## src/rtl/fdc_reg_pkg.sv

```systemverilog
package fdc_reg_pkg;
    localparam int DATA_W    = 8;
    localparam int ADDR_W    = 3;
    localparam int RATE_W    = 2;
    localparam int PRECOMP_W = 3;
    localparam int TAPE_W    = 2;

    localparam logic [ADDR_W-1:0] OFF_SRA = 3'd0;
    localparam logic [ADDR_W-1:0] OFF_SRB = 3'd1;
    localparam logic [ADDR_W-1:0] OFF_DOR = 3'd2;
    localparam logic [ADDR_W-1:0] OFF_TDR = 3'd3;
    localparam logic [ADDR_W-1:0] OFF_DSR = 3'd4;
    localparam logic [ADDR_W-1:0] OFF_DIR = 3'd7;

    localparam logic [1:0] MODE_AT  = 2'd0;
    localparam logic [1:0] MODE_PS2 = 2'd1;
    localparam logic [1:0] MODE_M30 = 2'd2;

    localparam int PIN_DIR  = 0;
    localparam int PIN_WP   = 1;
    localparam int PIN_IDX  = 2;
    localparam int PIN_HDS  = 3;
    localparam int PIN_TRK0 = 4;
    localparam int PIN_STEP = 5;
    localparam int PIN_RD   = 6;
    localparam int PIN_WR   = 7;
    localparam int PIN_WG   = 8;
    localparam int PIN_DCHG = 9;
    localparam int NPIN     = 10;

    typedef enum logic [1:0] {
        CS_HOLD  = 2'd0,
        CS_PULSE = 2'd1,
        CS_RUN   = 2'd2,
        CS_DOZE  = 2'd3
    } ctl_state_e;
endpackage

```

## src/rtl/fdc_pin_sync.sv

```systemverilog
module fdc_pin_sync #(
    parameter int W      = 10,
    parameter int STAGES = 2
) (
    input  logic         clk,
    input  logic         rst_n,
    input  logic [W-1:0] pins,
    output logic [W-1:0] lvl,
    output logic [W-1:0] rise,
    output logic [W-1:0] fall
);
    logic [STAGES-1:0][W-1:0] stg;
    logic [W-1:0]             prev;

    always_ff @(posedge clk or negedge rst_n) begin
        if (!rst_n) begin
            stg  <= '0;
            prev <= '0;
        end else begin
            stg[0] <= pins;
            for (int i = 1; i < STAGES; i++) begin
                stg[i] <= stg[i-1];
            end
            prev <= stg[STAGES-1];
        end
    end

    assign lvl = stg[STAGES-1];

    for (genvar b = 0; b < W; b++) begin : g_edge
        assign rise[b] = lvl[b] & ~prev[b];
        assign fall[b] = ~lvl[b] & prev[b];
    end
endmodule

```

## src/rtl/fdc_status_trk.sv

```systemverilog
module fdc_status_trk (
    input  logic clk,
    input  logic rst_n,
    input  logic clr,
    input  logic rd_fall,
    input  logic wr_fall,
    input  logic wg_rise,
    input  logic step_rise,
    output logic rd_tog,
    output logic wr_tog,
    output logic wg_lat,
    output logic rd_lat,
    output logic wr_lat,
    output logic step_lat
);
    always_ff @(posedge clk or negedge rst_n) begin
        if (!rst_n) begin
            rd_tog <= 1'b0;
            wr_tog <= 1'b0;
        end else begin
            if (rd_fall) rd_tog <= ~rd_tog;
            if (wr_fall) wr_tog <= ~wr_tog;
        end
    end

    always_ff @(posedge clk or negedge rst_n) begin
        if (!rst_n) begin
            wg_lat   <= 1'b0;
            rd_lat   <= 1'b0;
            wr_lat   <= 1'b0;
            step_lat <= 1'b0;
        end else begin
            wg_lat   <= wg_rise   | (wg_lat   & ~clr);
            rd_lat   <= rd_fall   | (rd_lat   & ~clr);
            wr_lat   <= wr_fall   | (wr_lat   & ~clr);
            step_lat <= step_rise | (step_lat & ~clr);
        end
    end
endmodule

```

## src/rtl/fdc_ctl_fsm.sv

```systemverilog
module fdc_ctl_fsm
    import fdc_reg_pkg::*;
(
    input  logic clk,
    input  logic rst_n,
    input  logic run_nxt,
    input  logic pulse_req,
    input  logic doze_req,
    input  logic wake,
    output logic ctl_reset,
    output logic low_power
);
    ctl_state_e state_q, state_d;

    always_comb begin
        state_d = state_q;
        if (!run_nxt) begin
            state_d = CS_HOLD;
        end else if (pulse_req) begin
            state_d = CS_PULSE;
        end else begin
            unique case (state_q)
                CS_HOLD:  state_d = CS_RUN;
                CS_PULSE: state_d = CS_RUN;
                CS_RUN:   state_d = doze_req ? CS_DOZE : CS_RUN;
                CS_DOZE:  state_d = wake ? CS_RUN : CS_DOZE;
                default:  state_d = CS_HOLD;
            endcase
        end
    end

    always_ff @(posedge clk or negedge rst_n) begin
        if (!rst_n) state_q <= CS_HOLD;
        else        state_q <= state_d;
    end

    always_comb begin
        ctl_reset = 1'b0;
        low_power = 1'b0;
        unique case (state_q)
            CS_HOLD:  ctl_reset = 1'b1;
            CS_PULSE: ctl_reset = 1'b1;
            CS_RUN:   ;
            CS_DOZE:  low_power = 1'b1;
            default:  ctl_reset = 1'b1;
        endcase
    end
endmodule

```

## src/rtl/fdc_hostregs.sv

```systemverilog
module fdc_hostregs
    import fdc_reg_pkg::*;
#(
    parameter int                 SYNC_STAGES = 2,
    parameter logic [RATE_W-1:0]  RATE_RST    = 2'b10,
    parameter logic [PRECOMP_W-1:0] PRECOMP_RST = 3'b000
) (
    input  logic                 clk,
    input  logic                 rst_n,
    input  logic [1:0]           mode,
    input  logic [ADDR_W-1:0]    addr,
    input  logic                 wr_en,
    input  logic                 rd_en,
    input  logic [DATA_W-1:0]    wdata,
    output logic [DATA_W-1:0]    rdata,
    output logic                 rdata_oe,
    input  logic                 fifo_acc,
    input  logic                 int_req,
    input  logic                 dma_req,
    input  logic                 drv_dir,
    input  logic                 drv_wprot,
    input  logic                 drv_index,
    input  logic                 drv_hdsel,
    input  logic                 drv_trk0,
    input  logic                 drv_step,
    input  logic                 drv_rdpulse,
    input  logic                 drv_wrpulse,
    input  logic                 drv_wgate,
    input  logic                 drv_dskchg,
    input  logic                 dchg_force_en,
    input  logic                 dchg_force_val,
    output logic [DATA_W-1:0]    dor_bits,
    output logic                 ctl_reset,
    output logic                 low_power,
    output logic [RATE_W-1:0]    data_rate,
    output logic [PRECOMP_W-1:0] precomp
);
    localparam int TAPE_PAD = DATA_W - TAPE_W;

    logic [NPIN-1:0] pins, lvl, rise, fall;
    assign pins = {drv_dskchg, drv_wgate, drv_wrpulse, drv_rdpulse, drv_step,
                   drv_trk0, drv_hdsel, drv_index, drv_wprot, drv_dir};

    fdc_pin_sync #(.W(NPIN), .STAGES(SYNC_STAGES)) u_sync (
        .clk (clk),
        .rst_n (rst_n),
        .pins (pins),
        .lvl (lvl),
        .rise (rise),
        .fall (fall)
    );

    logic wr_dor, wr_tdr, wr_dsr, wr_ccr, rd_dir;
    assign wr_dor = wr_en && (addr == OFF_DOR);
    assign wr_tdr = wr_en && (addr == OFF_TDR);
    assign wr_dsr = wr_en && (addr == OFF_DSR);
    assign wr_ccr = wr_en && (addr == OFF_DIR);
    assign rd_dir = rd_en && (addr == OFF_DIR);

    logic [DATA_W-1:0]    dor_q;
    logic [TAPE_W-1:0]    tdr_q;
    logic [RATE_W-1:0]    rate_q;
    logic [PRECOMP_W-1:0] pcomp_q;

    always_ff @(posedge clk or negedge rst_n) begin
        if (!rst_n) begin
            dor_q   <= '0;
            tdr_q   <= '0;
            rate_q  <= RATE_RST;
            pcomp_q <= PRECOMP_RST;
        end else begin
            if (wr_dor) dor_q <= wdata;
            if (wr_tdr) tdr_q <= wdata[TAPE_W-1:0];
            if (wr_dsr || wr_ccr) rate_q <= wdata[RATE_W-1:0];
            if (wr_dsr) pcomp_q <= wdata[RATE_W+PRECOMP_W-1:RATE_W];
        end
    end

    fdc_ctl_fsm u_fsm (
        .clk (clk),
        .rst_n (rst_n),
        .run_nxt (wr_dor ? wdata[2] : dor_q[2]),
        .pulse_req (wr_dsr & wdata[7]),
        .doze_req (wr_dsr & wdata[6]),
        .wake (fifo_acc),
        .ctl_reset (ctl_reset),
        .low_power (low_power)
    );

    logic rd_tog, wr_tog, wg_lat, rd_lat, wr_lat, step_lat;

    fdc_status_trk u_trk (
        .clk (clk),
        .rst_n (rst_n),
        .clr (rd_dir | ctl_reset),
        .rd_fall (fall[PIN_RD]),
        .wr_fall (fall[PIN_WR]),
        .wg_rise (rise[PIN_WG]),
        .step_rise (rise[PIN_STEP]),
        .rd_tog (rd_tog),
        .wr_tog (wr_tog),
        .wg_lat (wg_lat),
        .rd_lat (rd_lat),
        .wr_lat (wr_lat),
        .step_lat (step_lat)
    );

    logic unused_edges;
    assign unused_edges = ^{rise[PIN_DCHG], rise[PIN_WR], rise[PIN_RD], rise[4:0],
                            fall[PIN_DCHG], fall[PIN_WG], fall[PIN_STEP], fall[4:0],
                            lvl[PIN_WR], lvl[PIN_RD]};

    logic [4:0]        sra_low;
    logic [DATA_W-1:0] sra_ps2, sra_m30, srb_ps2, srb_m30, dir_val;

    assign sra_low = {~lvl[PIN_TRK0], lvl[PIN_HDS], ~lvl[PIN_IDX], ~lvl[PIN_WP], lvl[PIN_DIR]};
    assign sra_ps2 = {int_req, dma_req, lvl[PIN_STEP], sra_low};
    assign sra_m30 = {int_req, dma_req, step_lat, ~sra_low};
    assign srb_ps2 = {2'b11, dor_q[0], wr_tog, rd_tog, lvl[PIN_WG], dor_q[5], dor_q[4]};
    assign srb_m30 = {5'b00000, wr_lat, rd_lat, wg_lat};
    assign dir_val = {(dchg_force_en ? dchg_force_val : ~lvl[PIN_DCHG]), 7'b0000000};

    logic [DATA_W-1:0] rd_val;
    logic              drive;

    always_comb begin
        rd_val = '0;
        drive  = 1'b0;
        case (addr)
            OFF_SRA: begin
                if (mode == MODE_PS2) begin
                    drive  = 1'b1;
                    rd_val = sra_ps2;
                end else if (mode == MODE_M30) begin
                    drive  = 1'b1;
                    rd_val = sra_m30;
                end
            end
            OFF_SRB: begin
                if (mode == MODE_PS2) begin
                    drive  = 1'b1;
                    rd_val = srb_ps2;
                end else if (mode == MODE_M30) begin
                    drive  = 1'b1;
                    rd_val = srb_m30;
                end
            end
            OFF_DOR: begin
                drive  = 1'b1;
                rd_val = dor_q;
            end
            OFF_TDR: begin
                drive  = 1'b1;
                rd_val = {{TAPE_PAD{1'b0}}, tdr_q};
            end
            OFF_DIR: begin
                drive  = 1'b1;
                rd_val = dir_val;
            end
            default: begin
                drive  = 1'b0;
                rd_val = '0;
            end
        endcase
    end

    assign rdata     = drive ? rd_val : '0;
    assign rdata_oe  = rd_en & drive;
    assign dor_bits  = dor_q;
    assign data_rate = rate_q;
    assign precomp   = pcomp_q;
endmodule

```

## config.mk

```make
export PLATFORM = sky130hd
export DESIGN_NAME = fdc_hostregs
export DESIGN_NICKNAME = d
export VERILOG_FILES = /design/src/rtl/fdc_reg_pkg.sv /design/src/rtl/fdc_pin_sync.sv /design/src/rtl/fdc_status_trk.sv /design/src/rtl/fdc_ctl_fsm.sv /design/src/rtl/fdc_hostregs.sv
export SDC_FILE = /design/constraint.sdc
export NUM_CORES = 1
export LEC_CHECK = 0
export ABC_AREA = 1
export ABC_CLOCK_PERIOD_IN_PS = 800
export BUFFER_PORTS_ARGS = -buffer_cell sky130_fd_sc_hd__clkbuf_2
export CAP_MARGIN = 20
export CORE_MARGIN = 5
export CORE_UTILIZATION = 46
export CTS_CLUSTER_DIAMETER = 30
export DETAILED_ROUTE_END_ITERATION = 16
export PLACE_DENSITY = 0.74
export SYNTH_ARGS = -nofsm -noshare
export SYNTH_HDL_FRONTEND = slang
export SYNTH_SLANG_ARGS = --single-unit
export TNS_END_PERCENT = 30
```

## constraint.sdc

```tcl
create_clock -name clk -period 0.8 [get_ports clk]
set_input_delay 0.04 -clock clk [delete_from_list [all_inputs] [get_ports clk]]
set_output_delay 0.04 -clock clk [all_outputs]
set_load 0.05 [all_outputs]
```

==> flow_summary.json <==
{
  "core_um2": 4290,
  "synth_top_area_share_pct": 57.1,
  "cp.required_ps": 760,
  "via_count": 2321,
  "fin_area_um2": 3750,
  "cts_max_level": 2,
  "worst_setup_path_start_kind": "register",
  "synth_seq_cells": 47,
  "synthArstFlopShare_pct": 100,
  "yosys.area.top_type": "dfrtp_1",
  "violations": "setup timing",
  "cp_slowest_stage_delay_ps": 410,
  "areaGrowthSynthToFinish_pct": 85.9,
  "postRouteAntennaNets": 0,
  "die_w_um": 76.2,
  "p_int_mw": 4.86,
  "worst_pin_slew_ps": 322,
  "synth_xor_area_share_pct": 0.868,
  "status": "finished with violations",
  "netlist_instances": 226,
  "grt_pass1_wl_um": 11300,
  "synthMuxAreaShare_pct": 0.558,
  "synthTopCellsByCount": "62 x nand2_1, 46 x dfrtp_1, 34 x nor2_1, 27 x inv_1, 11 x nand3_1",
  "synth_fa_ha_area_share_pct": 1.24,
  "port_buffers": 55,
  "sw_frac_of_total_pct": 36.7,
  "ys.flop_type": "dfrtp_1",
  "num-nets-final": 390,
  "grt_pass1_vias": 2398,
  "worstPathArrival_ps": 1470,
  "peakVddDrop_mv": 1.58,
  "placed_area_um2": 2860,
  "clkTransAtPathRegs_ps": 110,
  "drt_wl_total_um": 8510,
  "clk_path_buf_depth": 2,
  "min_period_over_period_pct": 189,
  "hold_viol": 0,
  "cp_slowest_cell": "dfrtp_1",
  "fin_crit_ps": 1510,
  "p_leak_nw": 1.83,
  "cap_viol_max_count": 0,
  "drive_gt1_share_pct": 54.3,
  "synth_compound_area_share_pct": 7.26,
  "holdWs_ps": 75.8,
  "clock-sinks": 47,
  "yosysWarnings": 0,
  "tns_ps": -10820,
  "clock.fmax_ghz": 0.662,
  "synth_top_family_by_area": "simple AND/OR/NAND/NOR gates",
  "worstPathCellList": "nand2_1 > nor3b_2 > nor2_2 > nor2_4 > clkbuf_8",
  "fin_ws_ps": -710,
  "finClkSkew_ps": 12.2,
  "dieArea_um2": 5810,
  "p_seq_share_pct": 39.2,
  "clockPowerShare_pct": 20.6,
  "route.detailed.drc": 0,
  "synth_cell_types": 25,
  "clkLatencyLatePin_ps": 320,
  "rsz0062_at_grt": "true",
  "drv_slew": 0,
  "vias_per_cell": 5.67,
  "synthTopCellsByArea": "dfrtp_1 57%, nand2_1 12%, nor2_1 6.3%, inv_1 5.0%, nand3_1 2.7%",
  "grt_overflow": 0,
  "post-place-ws_ps": -580,
  "syn_area_um2": 2020,
  "hpwlAfterDp_um": 3940,
  "synth_seq_area_share_pct": 58.4,
  "io_pins": 56,
  "grt_max_degree": 48,
  "power.switching_mw": 2.82,
  "antenna_found_initial": 0,
  "rows": 24,
  "crit_type": "reg2out",
  "avgSynthCellArea_um2": 8.92,
  "grt_use_total_pct": 24.7,
  "root_buffer": "clkbuf_8",
  "synth_most_common_cell": "nand2_1",
  "start_util_pct": 47.0,
  "cts_tree": "done",
  "fp.dieH_um": 76.2,
  "first_iter_violations": 245,
  "routedWlPerCell_um": 20.8,
  "critPathCaptureType": "output pin",
  "total_power_mw": 7.67,
  "max-slew-margin-rel_pct": 78.5,
  "power_density_nw_per_um2": 2050,
  "num_antenna_cells": 0,
  "numCtsBuffers": 5,
  "power_frac_comb_pct": 40.2,
  "first_pass_iters": 5,
  "setup_viol": 40,
  "globalplace.congestion": 0.852,
  "hold_path_class": "in2reg",
  "synth_simple_gate_area_share_pct": 25.4,
  "synth_edf_count": 0,
  "synthesis.nets": 260,
  "worstPathMaxFanout": 2
}
==> flip-flops by register name (all words and copies together) (netlist names) <==
| signal | cells |
|---|---|
| data_rate | 2 |
| u_trk.rd_lat | 1 |
| u_sync.prev | 4 |
| u_fsm.state_q | 2 |
| u_sync.lvl | 10 |
| u_sync.stg | 10 |
| u_trk.wr_lat | 1 |
| u_trk.step_lat | 1 |
| u_trk.wg_lat | 1 |
| dor_bits | 8 |
| precomp | 3 |
| u_trk.rd_tog | 1 |
| u_trk.wr_tog | 1 |
| tdr_q | 2 |
==> placed cells by master, fill, tap and decap left out, types with 3 or more instances in the layout <==
| cell | n |
|---|---|
| o21ai_0 | 7 |
| dlygate4sd3_1 | 19 |
| clkbuf_16 | 4 |
| nand2_1 | 50 |
| o21ai_2 | 8 |
| clkbuf_2 | 27 |
| nor2_1 | 13 |
| nor2_2 | 13 |
| nand3_2 | 5 |
| nand2_2 | 11 |
| inv_2 | 5 |
| buf_12 | 9 |
| nand4_1 | 3 |
| dfrtp_1 | 38 |
| buf_6 | 18 |
| buf_8 | 12 |
| nor2_4 | 9 |
| nand3_1 | 6 |
| inv_1 | 21 |
| clkbuf_8 | 7 |
| dfrtp_2 | 8 |
| buf_4 | 32 |
==> path summary, 6_finish.rpt <==
| kind | startpoint | end | slack (ps) | cells past startpoint |
|---|---|---|---|---|
| setup / recovery | u_sync.lvl[4] | rdata[4] | -710 | 5 |
| max in group asynchronous | rst_n | data_rate[1] | 290 | 3 |
| hold / removal | wdata[7] | u_fsm.state_q[1] | 80 | 4 |
| setup reg to reg | u_fsm.state_q[1] | u_fsm.state_q[0] | -220 | 6 |
| hold reg to reg | u_sync.stg[6] | u_sync.lvl[6] | 360 | 0 |
| min in group asynchronous | rst_n | u_sync.stg[4] | 230 | 3 |
==> logic make-up (layout without fill, tap and decap cells) <==
logic type      after synthesis  count (layout)
fa+ha+maj                     2               2
buf+inv                      31             162
flops                        47              47
xor+xnor                      2               2
mux                           1               1
compound gates               23              23
simple gates                120             120
==> worst max-delay path: cells and delay by family (launching register included) <==
family,cells,cell delay (ps)
flip-flops,1,410
buffers and inverters,1,180
AND/OR/NAND/NOR,4,560
==> metal layers <==
| layer | GRT usage [%] | up-vias | wire length (um) |
|---|---|---|---|
| li1 | - | 967 | - |
| met1 | 25.9 | 1092 | 2950 |
| met2 | 43.0 | 184 | 4170 |
| met3 | 6.86 | 78 | 705 |
| met4 | 15.7 | 0 | 686 |
| met5 | 0 | - | 0 |
==> power by group through the flow <==
| stage | combinational [mW] | clock, mW | sequential [mW] |
|---|---|---|---|
| final | 3.09 | 1.58 | 3.01 |
| after global routing | 3.21 | 1.70 | 3.02 |
| after CTS | 2.62 | 1.58 | 2.92 |
| after detailed placement | 2.01 | 0 | 2.95 |
| after global placement | 1.96 | 0 | 2.94 |
| after floorplan | 0.652 | 0 | 3.36 |
==> metrics by stage <==
stage                     utilization [%]  std cells
after global routing                 87.3        409
final                                87.3        409
after floorplan                         -        226
after CTS                            82.3        404
after global placement               66.6        371
after detailed placement             66.6        371
==> final cells by class <==
cell class | count | area (um^2)
Timing Repair Buffer | 126 | 1300
Sequential cell | 47 | 1190
Multi-Input combinational cell | 148 | 988
Fill cell | 185 | 544
Inverter | 28 | 111
Clock buffer | 5 | 68.8
Tap cell | 52 | 65.1
Clock inverter | 3 | 27.5
==> repair_timing <==
action,in CTS,in global routing
pin swaps,8,13
gates resized for setup,72,63
endpoints found under the hold margin,66,0
cloned,1,0
endpoints found under the setup margin,38,40
setup buffers,5,6
hold buffers,19,0
Note: power is estimated with default switching activity, not from simulation.
